==> src/rtl/clkevt_pkg.sv <==
package clkevt_pkg;
  localparam int unsigned ADDR_W = 2;

  typedef enum logic [ADDR_W-1:0] {
    ADDR_STATUS = 2'd0,
    ADDR_EVENT  = 2'd1,
    ADDR_CONFIG = 2'd2,
    ADDR_SPARE  = 2'd3
  } reg_addr_e;
endpackage

==> src/rtl/clkevt_sync.sv <==
module clkevt_sync #(
  parameter int unsigned WIDTH  = 4,
  parameter int unsigned STAGES = 2
) (
  input  logic             clk,
  input  logic             rst,
  input  logic [WIDTH-1:0] din,
  output logic [WIDTH-1:0] dout
);
  logic [WIDTH-1:0] chain [STAGES];

  always_ff @(posedge clk) begin
    if (rst) chain[0] <= '0;
    else     chain[0] <= din;
  end

  for (genvar s = 1; s < STAGES; s++) begin : g_stage
    always_ff @(posedge clk) begin
      if (rst) chain[s] <= '0;
      else     chain[s] <= chain[s-1];
    end
  end

  assign dout = chain[STAGES-1];
endmodule

==> src/rtl/clkevt_edge.sv <==
module clkevt_edge #(
  parameter int unsigned WIDTH  = 4,
  parameter int unsigned SETTLE = 3
) (
  input  logic             clk,
  input  logic             rst,
  input  logic [WIDTH-1:0] lvl,
  output logic [WIDTH-1:0] rise,
  output logic [WIDTH-1:0] fall,
  output logic             armed
);
  localparam int unsigned CNT_W = $clog2(SETTLE + 1);

  logic [WIDTH-1:0] prev_q;
  logic [CNT_W-1:0] cnt_q;

  assign armed = (cnt_q == CNT_W'(SETTLE));

  always_ff @(posedge clk) begin
    if (rst) begin
      prev_q <= '0;
      cnt_q  <= '0;
    end else begin
      prev_q <= lvl;
      if (!armed) cnt_q <= cnt_q + 1'b1;
    end
  end

  always_comb begin
    rise = '0;
    fall = '0;
    if (armed) begin
      rise = lvl & ~prev_q;
      fall = ~lvl & prev_q;
    end
  end
endmodule

==> src/rtl/clkevt_store.sv <==
module clkevt_store #(
  parameter int unsigned SRC = 4,
  localparam int unsigned EVT_W = 2 * SRC
) (
  input  logic             clk,
  input  logic             rst,
  input  logic [SRC-1:0]   rise,
  input  logic [SRC-1:0]   fall,
  input  logic             clr,
  output logic [EVT_W-1:0] evt_q,
  output logic             irq
);
  logic [EVT_W-1:0] set_v;
  logic [EVT_W-1:0] evt_d;

  for (genvar k = 0; k < SRC; k++) begin : g_map
    assign set_v[2*k]   = rise[k];
    assign set_v[2*k+1] = fall[k];
  end

  assign evt_d = (clr ? '0 : evt_q) | set_v;

  always_ff @(posedge clk) begin
    if (rst) begin
      evt_q <= '0;
      irq   <= 1'b0;
    end else begin
      evt_q <= evt_d;
      irq   <= |evt_d;
    end
  end
endmodule

==> src/rtl/clkevt_top.sv <==
module clkevt_top #(
  parameter int unsigned NUM_SRC     = 4,
  parameter int unsigned SYNC_STAGES = 2,
  parameter int unsigned IRQ_W       = 4,
  parameter logic [IRQ_W-1:0] IRQ_LINE = 4'd5,
  localparam int unsigned DATA_W = 2 * NUM_SRC
) (
  input  logic                clk,
  input  logic                rst,
  input  logic [NUM_SRC-1:0]  stat_lvl,
  input  logic                rd_en,
  input  logic [1:0]          rd_addr,
  output logic [DATA_W-1:0]   rd_data,
  output logic                irq
);
  import clkevt_pkg::*;

  logic [NUM_SRC-1:0] lvl_s;
  logic [NUM_SRC-1:0] rise;
  logic [NUM_SRC-1:0] fall;
  logic               armed;
  logic [DATA_W-1:0]  evt_q;
  logic               rd_clr;
  logic [DATA_W-1:0]  status_byte;
  logic [DATA_W-1:0]  config_byte;
  logic [DATA_W-1:0]  rd_mux;

  clkevt_sync #(.WIDTH(NUM_SRC), .STAGES(SYNC_STAGES)) u_sync (
    .clk(clk), .rst(rst), .din(stat_lvl), .dout(lvl_s)
  );

  clkevt_edge #(.WIDTH(NUM_SRC), .SETTLE(SYNC_STAGES + 1)) u_edge (
    .clk(clk), .rst(rst), .lvl(lvl_s), .rise(rise), .fall(fall), .armed(armed)
  );

  assign rd_clr = rd_en && (rd_addr == ADDR_EVENT);

  clkevt_store #(.SRC(NUM_SRC)) u_store (
    .clk(clk), .rst(rst), .rise(rise), .fall(fall), .clr(rd_clr),
    .evt_q(evt_q), .irq(irq)
  );

  for (genvar k = 0; k < NUM_SRC; k++) begin : g_status
    assign status_byte[DATA_W-1-k] = lvl_s[k];
  end
  assign status_byte[DATA_W-NUM_SRC-1:0] = '0;

  assign config_byte = DATA_W'(IRQ_LINE);

  always_comb begin
    unique case (rd_addr)
      ADDR_STATUS: rd_mux = status_byte;
      ADDR_EVENT:  rd_mux = evt_q;
      ADDR_CONFIG: rd_mux = config_byte;
      default:     rd_mux = '0;
    endcase
  end

  always_ff @(posedge clk) begin
    if (rst)        rd_data <= '0;
    else if (rd_en) rd_data <= rd_mux;
  end
endmodule

==> config.mk <==
export PLATFORM = sky130hd
export DESIGN_NAME = clkevt_top
export DESIGN_NICKNAME = d
export VERILOG_FILES = /design/src/rtl/clkevt_pkg.sv /design/src/rtl/clkevt_sync.sv /design/src/rtl/clkevt_edge.sv /design/src/rtl/clkevt_store.sv /design/src/rtl/clkevt_top.sv
export SDC_FILE = /design/constraint.sdc
export NUM_CORES = 1
export LEC_CHECK = 0
export BUFFER_PORTS_ARGS = -buffer_cell sky130_fd_sc_hd__buf_2
export CAP_MARGIN = 10
export CORE_MARGIN = 3
export CORE_UTILIZATION = 45
export CTS_CLUSTER_SIZE = 12
export DETAILED_ROUTE_END_ITERATION = 10
export GPL_TIMING_DRIVEN = 1
export PLACE_DENSITY = 0.68
export SYNTH_ARGS = -nofsm -noshare
export SYNTH_HDL_FRONTEND = slang
export SYNTH_SLANG_ARGS = --single-unit
export TNS_END_PERCENT = 20
==> constraint.sdc <==
create_clock -name clk -period 1.4 [get_ports clk]
set_clock_uncertainty 0.15 [all_clocks]
set_input_delay 0.21 -clock clk [delete_from_list [all_inputs] [get_ports clk]]
set_output_delay 0.21 -clock clk [all_outputs]
set_load 0.005 [all_outputs]
==> results.md, run 1 <==
- # fillers: ~220
- Synth Register Bits: 31
- Root Buffer: clkbuf_4
- Total power: around 1.7 mW
- Synth area leader: dfxtp_1
- Min-delay worst type: input port to flop
- Seq/Total Area, Yosys: 53.2%
- DRC viols: 0
- Share of cells above drive strength 1: 24.6%
- Post-Synth XOR/XNOR Area: under 10%
- Top cells by count, synth: dfxtp_1 (31), nor2_1 (19), nor2b_1 (18), a21oi_1 (7)
- Synth-to-layout area growth: 18.9%
- H-tree level count: 2
- CP arrival: ~1400 ps
- Hold wc startpoint: rd_addr[1]
- Setup WS post-layout: just over 30 ps
- Drt total wl: roughly 2.1 mm
- GRT Residual Overflow: 0
- Hold endpoint: rd_data[0]$_SDFFE_PP0P_
- WL met3: ~100 um
- Drt wl/cell: roughly 12 um
- Clk slew on worst S/H paths: roughly 90 ps
- R2R Path Start: u_store.evt_q[1]$_SDFF_PP0_
- Post-CTS Repair Setup Buffers: 0
- Max Cap Viol: 0
- Pwr dens: between 1000 and 1500 nW/um2
- IO Port Bufs: 17
- Critical Path RT: 1450 ps
- Post-synthesis mux area share: 4.72%
- Cell area after synthesis: roughly 1200 um2
- Routed metal-1 wire length: 1.02 mm
- Place WS: between 30 and 40 ps
- Adder-cell share of the synthesized area: 2.14%
- Yosys cell types: 24
- Synth Net Count: 130
- CTS Buf Count: 5
- Fmax: 0.730 GHz
- Die Y: 56.9 um
- DR top layer: met4
- Antenna violations before repair: 0
- Primary FF master, synth: dfxtp_1
- Final setup vio count: 0
- Final core occ: roughly three fifths
- Final Slew Violations: 0
- Final net count: between 150 and 200
- Clk_lat worst skew: 330 ps
- Final Wtd Congestion: between 0.7 and 0.8
- DR WL met2: a little over 900 um
- Asr flop ratio synth: 0%
- Synth Warn #: 0
- FP Rows: 17
- Crit start category: flop
- Final Hold Fails: 0
- Crit path kind: flop to flop
- Post-DP Area: between 1000 and 1500 um2
- Global-route wire length before repair: between 3 and 4 mm
- Total I/O pin count: 18
- Synth Area in Compound Gates: 11.4%
- Min Tclk post-route: about 1400 ps
- Design area: 1390 um2
- Via/cell ratio: around 5
- Cell count after synthesis: around 120
- DIE AREA: roughly 3200 um2
- FF-to-FF setup slack: between 30 and 40 ps
- Min-Delay Path Depth: 3
- CP endpoint kind: flop
- Tot GR Track Use: between 10% and 20%
- Hpwl dp: 1.43 mm
- Post-synth EDFFs: 0
- Chip Width: around 57 um
- Crit-path max FO: 3
- R2R Path End: u_store.irq$_SDFF_PP0_
- Tcrit/Tclk final: a little over nine tenths
- Initial Util: ~50%
- RSZ-0062 raised after global routing: true
- Top post-synthesis cells by area: dfxtp_1 (53%), nor2b_1 (9.6%), nor2_1 (6.1%)
- Worst r2r path cells: 3
- Synth Area in Simple Gates: between 20% and 30%
- Most common cell in the netlist: dfxtp_1
- TritonCTS clock tree: done
- Combinational family with the most area after synthesis: simple AND/OR/NAND/NOR gates
- Status: finished, final reports clean
- Static Leak: around 0.6 nW
- Worst vdd ir: between 0.7 and 0.8 mV
- Avg Cell Area, Syn: 9.81 um2
- Largest net degree at the start of global routing: 32
- Diodes inserted: 0
- Drt pass-1 iters: 4
- Worst-Margin Slew: a little over 500 ps
- Clock tree buffer depth: 2
- Vias in the first global route: around 850
- Synth top area share: a little over half
- Std-Cell Core Area: 2340 um2
- Clock tree sinks: 31
- Relative slew margins: roughly 66%
- DR iter-0 viols: 11
- Total number of vias: 857
- Detail Route Antenna Nets: 0
- Non-Filler Instances: 170
- Placed Cells: 158
[worst max-delay path, cell delays in order, from the launching register on]
cell     delay (ps)
dfxtp_2         330
or4_4           530
o21ai_2         140
a31oi_1          80
[layout by cell type, fill, tap and decap left out, types with 3 or more instances in the layout]
cell,synthesis,final
xor2_1,4,4
a21oi_1,7,7
buf_2,2,17
inv_1,4,4
nor2_1,19,19
a32oi_1,4,4
nand2_1,3,3
nand3b_1,3,3
nor2b_1,18,18
dfxtp_1,31,29
dlygate4sd3_1,0,4
mux2_2,4,4
clkbuf_4,0,5
[cell families after synthesis]
group                      Yosys count
AOI/OAI and AO/OA                   19
xor gates and xnor gates             4
adders and majority gates            2
buffers and inverters               10
DFF                                 31
muxes                                5
and+or+nand+nor                     48
[per-stage QoR]
stage	TNS, ps	hold WS, ps
2_1_floorplan	0	132
3_3_place_gp	0	266
3_5_place_dp	0	274
4_1_cts	0	77.3
5_1_grt	-3.69	97.1
6_report	0	83.3
[cell type report]
type                       instances  area [um2]  area share, %
sequential                        31         623           44.9
multi-input combinational         78         520           37.5
timing repair buffer              21         125           9.02
clock buffer                       8        68.8           4.96
tap                               28        35.0           2.52
inverter                           4        15.0           1.08
[worst max-delay path by stage]
stage | startpoint | to | slack [ps] | depth (start not counted)
final | u_store.evt_q[1]$_SDFF_PP0_ | u_store.irq$_SDFF_PP0_ | 30 | 3
after global routing | u_store.evt_q[1]$_SDFF_PP0_ | u_store.irq$_SDFF_PP0_ | -4 | 3
after CTS | u_store.evt_q[5]$_SDFF_PP0_ | u_store.irq$_SDFF_PP0_ | 20 | 3
after detailed placement | u_store.evt_q[5]$_SDFF_PP0_ | u_store.irq$_SDFF_PP0_ | 30 | 3
after global placement | u_store.evt_q[5]$_SDFF_PP0_ | u_store.irq$_SDFF_PP0_ | 60 | 3
after floorplan | u_store.evt_q[5]$_SDFF_PP0_ | u_store.irq$_SDFF_PP0_ | 120 | 3
[power breakdown]
part           switching, mW  leakage [nW]  internal, mW  total, mW
combinational         0.0723         0.305        0.0727      0.145
clock                  0.286        0.0386         0.295      0.581
sequential            0.0263         0.254         0.918      0.945
total                  0.385         0.598          1.29       1.67
[routing by layer]
metal  vias up  track usage, %
met5         -               0
met4         0            5.96
met3         5            6.11
met2        15            22.8
met1       391            17.7
li1        446               -
[registers in the layout, indices dropped and copies added (netlist names)]
signal	cells
rd_data	8
u_store.irq	1
u_sync.chain	8
u_edge.prev_q	4
u_store.evt_q	8
u_edge.cnt_q	2
[what timing repair did]
item,4_1_cts,5_1_grt
resized for setup,0,6
hold buffers,4,0
endpoints found under the hold margin,4,0
endpoints found under the setup margin,0,2
Power figures use the tool's default switching activity.
==> run 2: changes to the inputs <==
MAX_ROUTING_LAYER = met4   (was not set)
==> results.md, run 2 (same netlist as run 1, synthesis figures left out) <==
- Status: finished, final reports clean (unchanged)
- Crit-path max FO: 3 (unchanged)
- Tcrit/Tclk final: 98.1% (was 97.8%)
- Total number of vias: 854 (was 857)
- Slowest cell on crit path: or4_4 (unchanged)
- Largest regs: rd_data x8, u_store.evt_q x8, u_sync.chain x8 (unchanged)
- Critical Path RT: 1450 ps (about the same)
- Final Slew Violations: 0 (unchanged)
- Via/cell ratio: 5.02 (was 5.04)
- Hold endpoint: rd_data[0]$_SDFFE_PP0P_ (unchanged)
- DIE AREA: 3240 um2 (unchanged)
- Final Wtd Congestion: 0.801 (was 0.790)
- FF-to-FF setup slack: 30 ps (about the same)
- Drt wl/cell: 12.2 um (was 12.3 um)
- Fmax: 0.728 GHz (was 0.730 GHz)
- GRT Residual Overflow: 0 (unchanged)
- Hpwl dp: 1.43 mm (unchanged)
- Max Cap Viol: 0 (unchanged)
- DRC viols: 0 (unchanged)
- Worst Path Buf+Inv: 0 (unchanged)
- Share of cells above drive strength 1: 24.6% (unchanged)
- Placed Cells: 158 (unchanged)
- Clk_lat worst skew: 330 ps (about the same)
- TritonCTS clock tree: done (unchanged)
- Initial Util: 49.9% (unchanged)
- Vias in the first global route: 847 (was 845)
- Root Buffer: clkbuf_4 (unchanged)
- Setup TNS: 0 ps (unchanged)
- Chip Width: 56.9 um (unchanged)
- Crit path kind: flop to flop (unchanged)
- R2R Path End: u_store.irq$_SDFF_PP0_ (unchanged)
- Largest net degree at the start of global routing: 32 (unchanged)
- Worst Hold Slack: 80.8 ps (was 83.3 ps)
- RSZ-0062 raised after global routing: true (unchanged)
- IO Port Bufs: 17 (unchanged)
- FP Rows: 17 (unchanged)
- H-tree level count: 2 (unchanged)
- Hold wc startpoint: rd_addr[1] (unchanged)
- Cells along the critical path: or4_4 > o21ai_2 > a31oi_1 (unchanged)
- CTS Buf Count: 5 (unchanged)
- Min-delay worst type: input port to flop (unchanged)
- Worst r2r path cells: 3 (unchanged)
- Diodes inserted: 0 (unchanged)
- Min Tclk post-route: 1370 ps (about the same)
- Final net count: 152 (unchanged)
- CP endpoint kind: flop (unchanged)
- Total I/O pin count: 18 (unchanged)
- Clock tree buffer depth: 2 (unchanged)
- Non-Filler Instances: 170 (unchanged)
- Clk slew on worst S/H paths: 90 ps (about the same)
- Worst-Margin Slew: 510 ps (about the same)
- Antenna violations before repair: 0 (unchanged)
- R2R Path Start: u_store.evt_q[1]$_SDFF_PP0_ (unchanged)
- Detail Route Antenna Nets: 0 (unchanged)
- Top Family by Delay on Critical Path: simple AND/OR/NAND/NOR gates (unchanged)
- CP arrival: 1420 ps (about the same)
- Relative slew margins: 66.0% (about the same)
- Static Leak: 0.598 nW (unchanged)
- Std-Cell Core Area: 2340 um2 (unchanged)
- Min-Delay Path Depth: 3 (unchanged)
- Crit-path max cell delay: 530 ps (about the same)
- Post-CTS Repair Setup Buffers: 0 (unchanged)
- Global-route wire length before repair: 3.63 mm (unchanged)
- Tot GR Track Use: 15.0% (was 14.6%)
- Final Hold Fails: 0 (unchanged)
- Final setup vio count: 0 (unchanged)
- Commonest non-fill, non-tap cell in the layout: dfxtp_1 (unchanged)
- Clock tree sinks: 31 (unchanged)
- Worst vdd ir: 0.782 mV (about the same)
- Pwr dens: 1200 nW/um2 (about the same)
- Drt pass-1 iters: 4 (unchanged)
- Synth-to-layout area growth: 18.9% (unchanged)
- Drt total wl: 2.08 mm (was 2.09 mm)
- DR iter-0 viols: 11 (unchanged)
- Crit start category: flop (unchanged)
- Die Y: 56.9 um (unchanged)
- Commonest cells after routing, fill and taps aside: dfxtp_1 (29), nor2_1 (19), nor2b_1 (18), buf_2 (17), a21oi_1 (7) (unchanged)
==> run 2: cell counts in the layout (fill, tap and decap cells not counted) <==
No cell type changed its count.
==> run 2: worst max-delay path by stage <==
| stage | endpoint | slack [ps] | startpoint | cells after the start |
|---|---|---|---|---|
| global route | u_store.irq$_SDFF_PP0_ | -4 | u_store.evt_q[1]$_SDFF_PP0_ | 3 |
| CTS | u_store.irq$_SDFF_PP0_ | 20 | u_store.evt_q[5]$_SDFF_PP0_ | 3 |
| floorplan | u_store.irq$_SDFF_PP0_ | 120 | u_store.evt_q[5]$_SDFF_PP0_ | 3 |
| finish | u_store.irq$_SDFF_PP0_ | 30 | u_store.evt_q[1]$_SDFF_PP0_ | 3 |
| detailed placement | u_store.irq$_SDFF_PP0_ | 30 | u_store.evt_q[5]$_SDFF_PP0_ | 3 |
| global placement | u_store.irq$_SDFF_PP0_ | 60 | u_store.evt_q[5]$_SDFF_PP0_ | 3 |
==> run 2: worst register-to-register path, cell delays in order, from the launching register on <==
cell	delay (ps)
dfxtp_2	340
or4_4	530
o21ai_2	140
a31oi_1	80
==> run 2: what timing repair did <==
item | CTS | global route
endpoints found under the setup margin | 0 | 2
resized for setup | 0 | 6
hold buffers | 4 | 0
endpoints found under the hold margin | 4 | 0
==> run 2: final cells by class <==
| cell class | count | area (um2) |
|---|---|---|
| inverters | 4 | 15.0 |
| well taps | 28 | 35.0 |
| fillers | 217 | 952 |
| repair buffers | 21 | 125 |
| multi-input cells | 78 | 520 |
| flip-flops and latches | 31 | 623 |
| clock buffers | 8 | 68.8 |
==> run 2: metrics by stage <==
| stage | setup slack [ps] | power (mW) | instance area (um2) | util, % |
|---|---|---|---|---|
| 5_1_grt | -3.69 | 1.75 | 1390 | 59.3 |
| 3_5_place_dp | 32.9 | 1.10 | 1260 | 54.0 |
| 6_report | 27.0 | 1.67 | 1390 | 59.3 |
| 3_3_place_gp | 64.0 | 1.09 | 1260 | 54.0 |
| 2_1_floorplan | 118 | 1.06 | 1170 | - |
| 4_1_cts | 20.9 | 1.68 | 1370 | 58.6 |
==> run 2: routing by layer <==
| metal | part of all wire (%) | up-vias | global-route usage, % |
|---|---|---|---|
| met5 | 0 | - | - |
| met4 | 1.8 | 0 | 5.96 |
| met3 | 4.9 | 5 | 6.11 |
| met2 | 44 | 17 | 22.8 |
| met1 | 49 | 386 | 17.7 |
| li1 | - | 446 | - |
==> run 2: power by group <==
part	internal (mW)	leakage, nW	switching (mW)
registers	0.918	0.254	0.0263
logic	0.0727	0.305	0.0722
clock network	0.295	0.0386	0.287
total	1.29	0.598	0.385
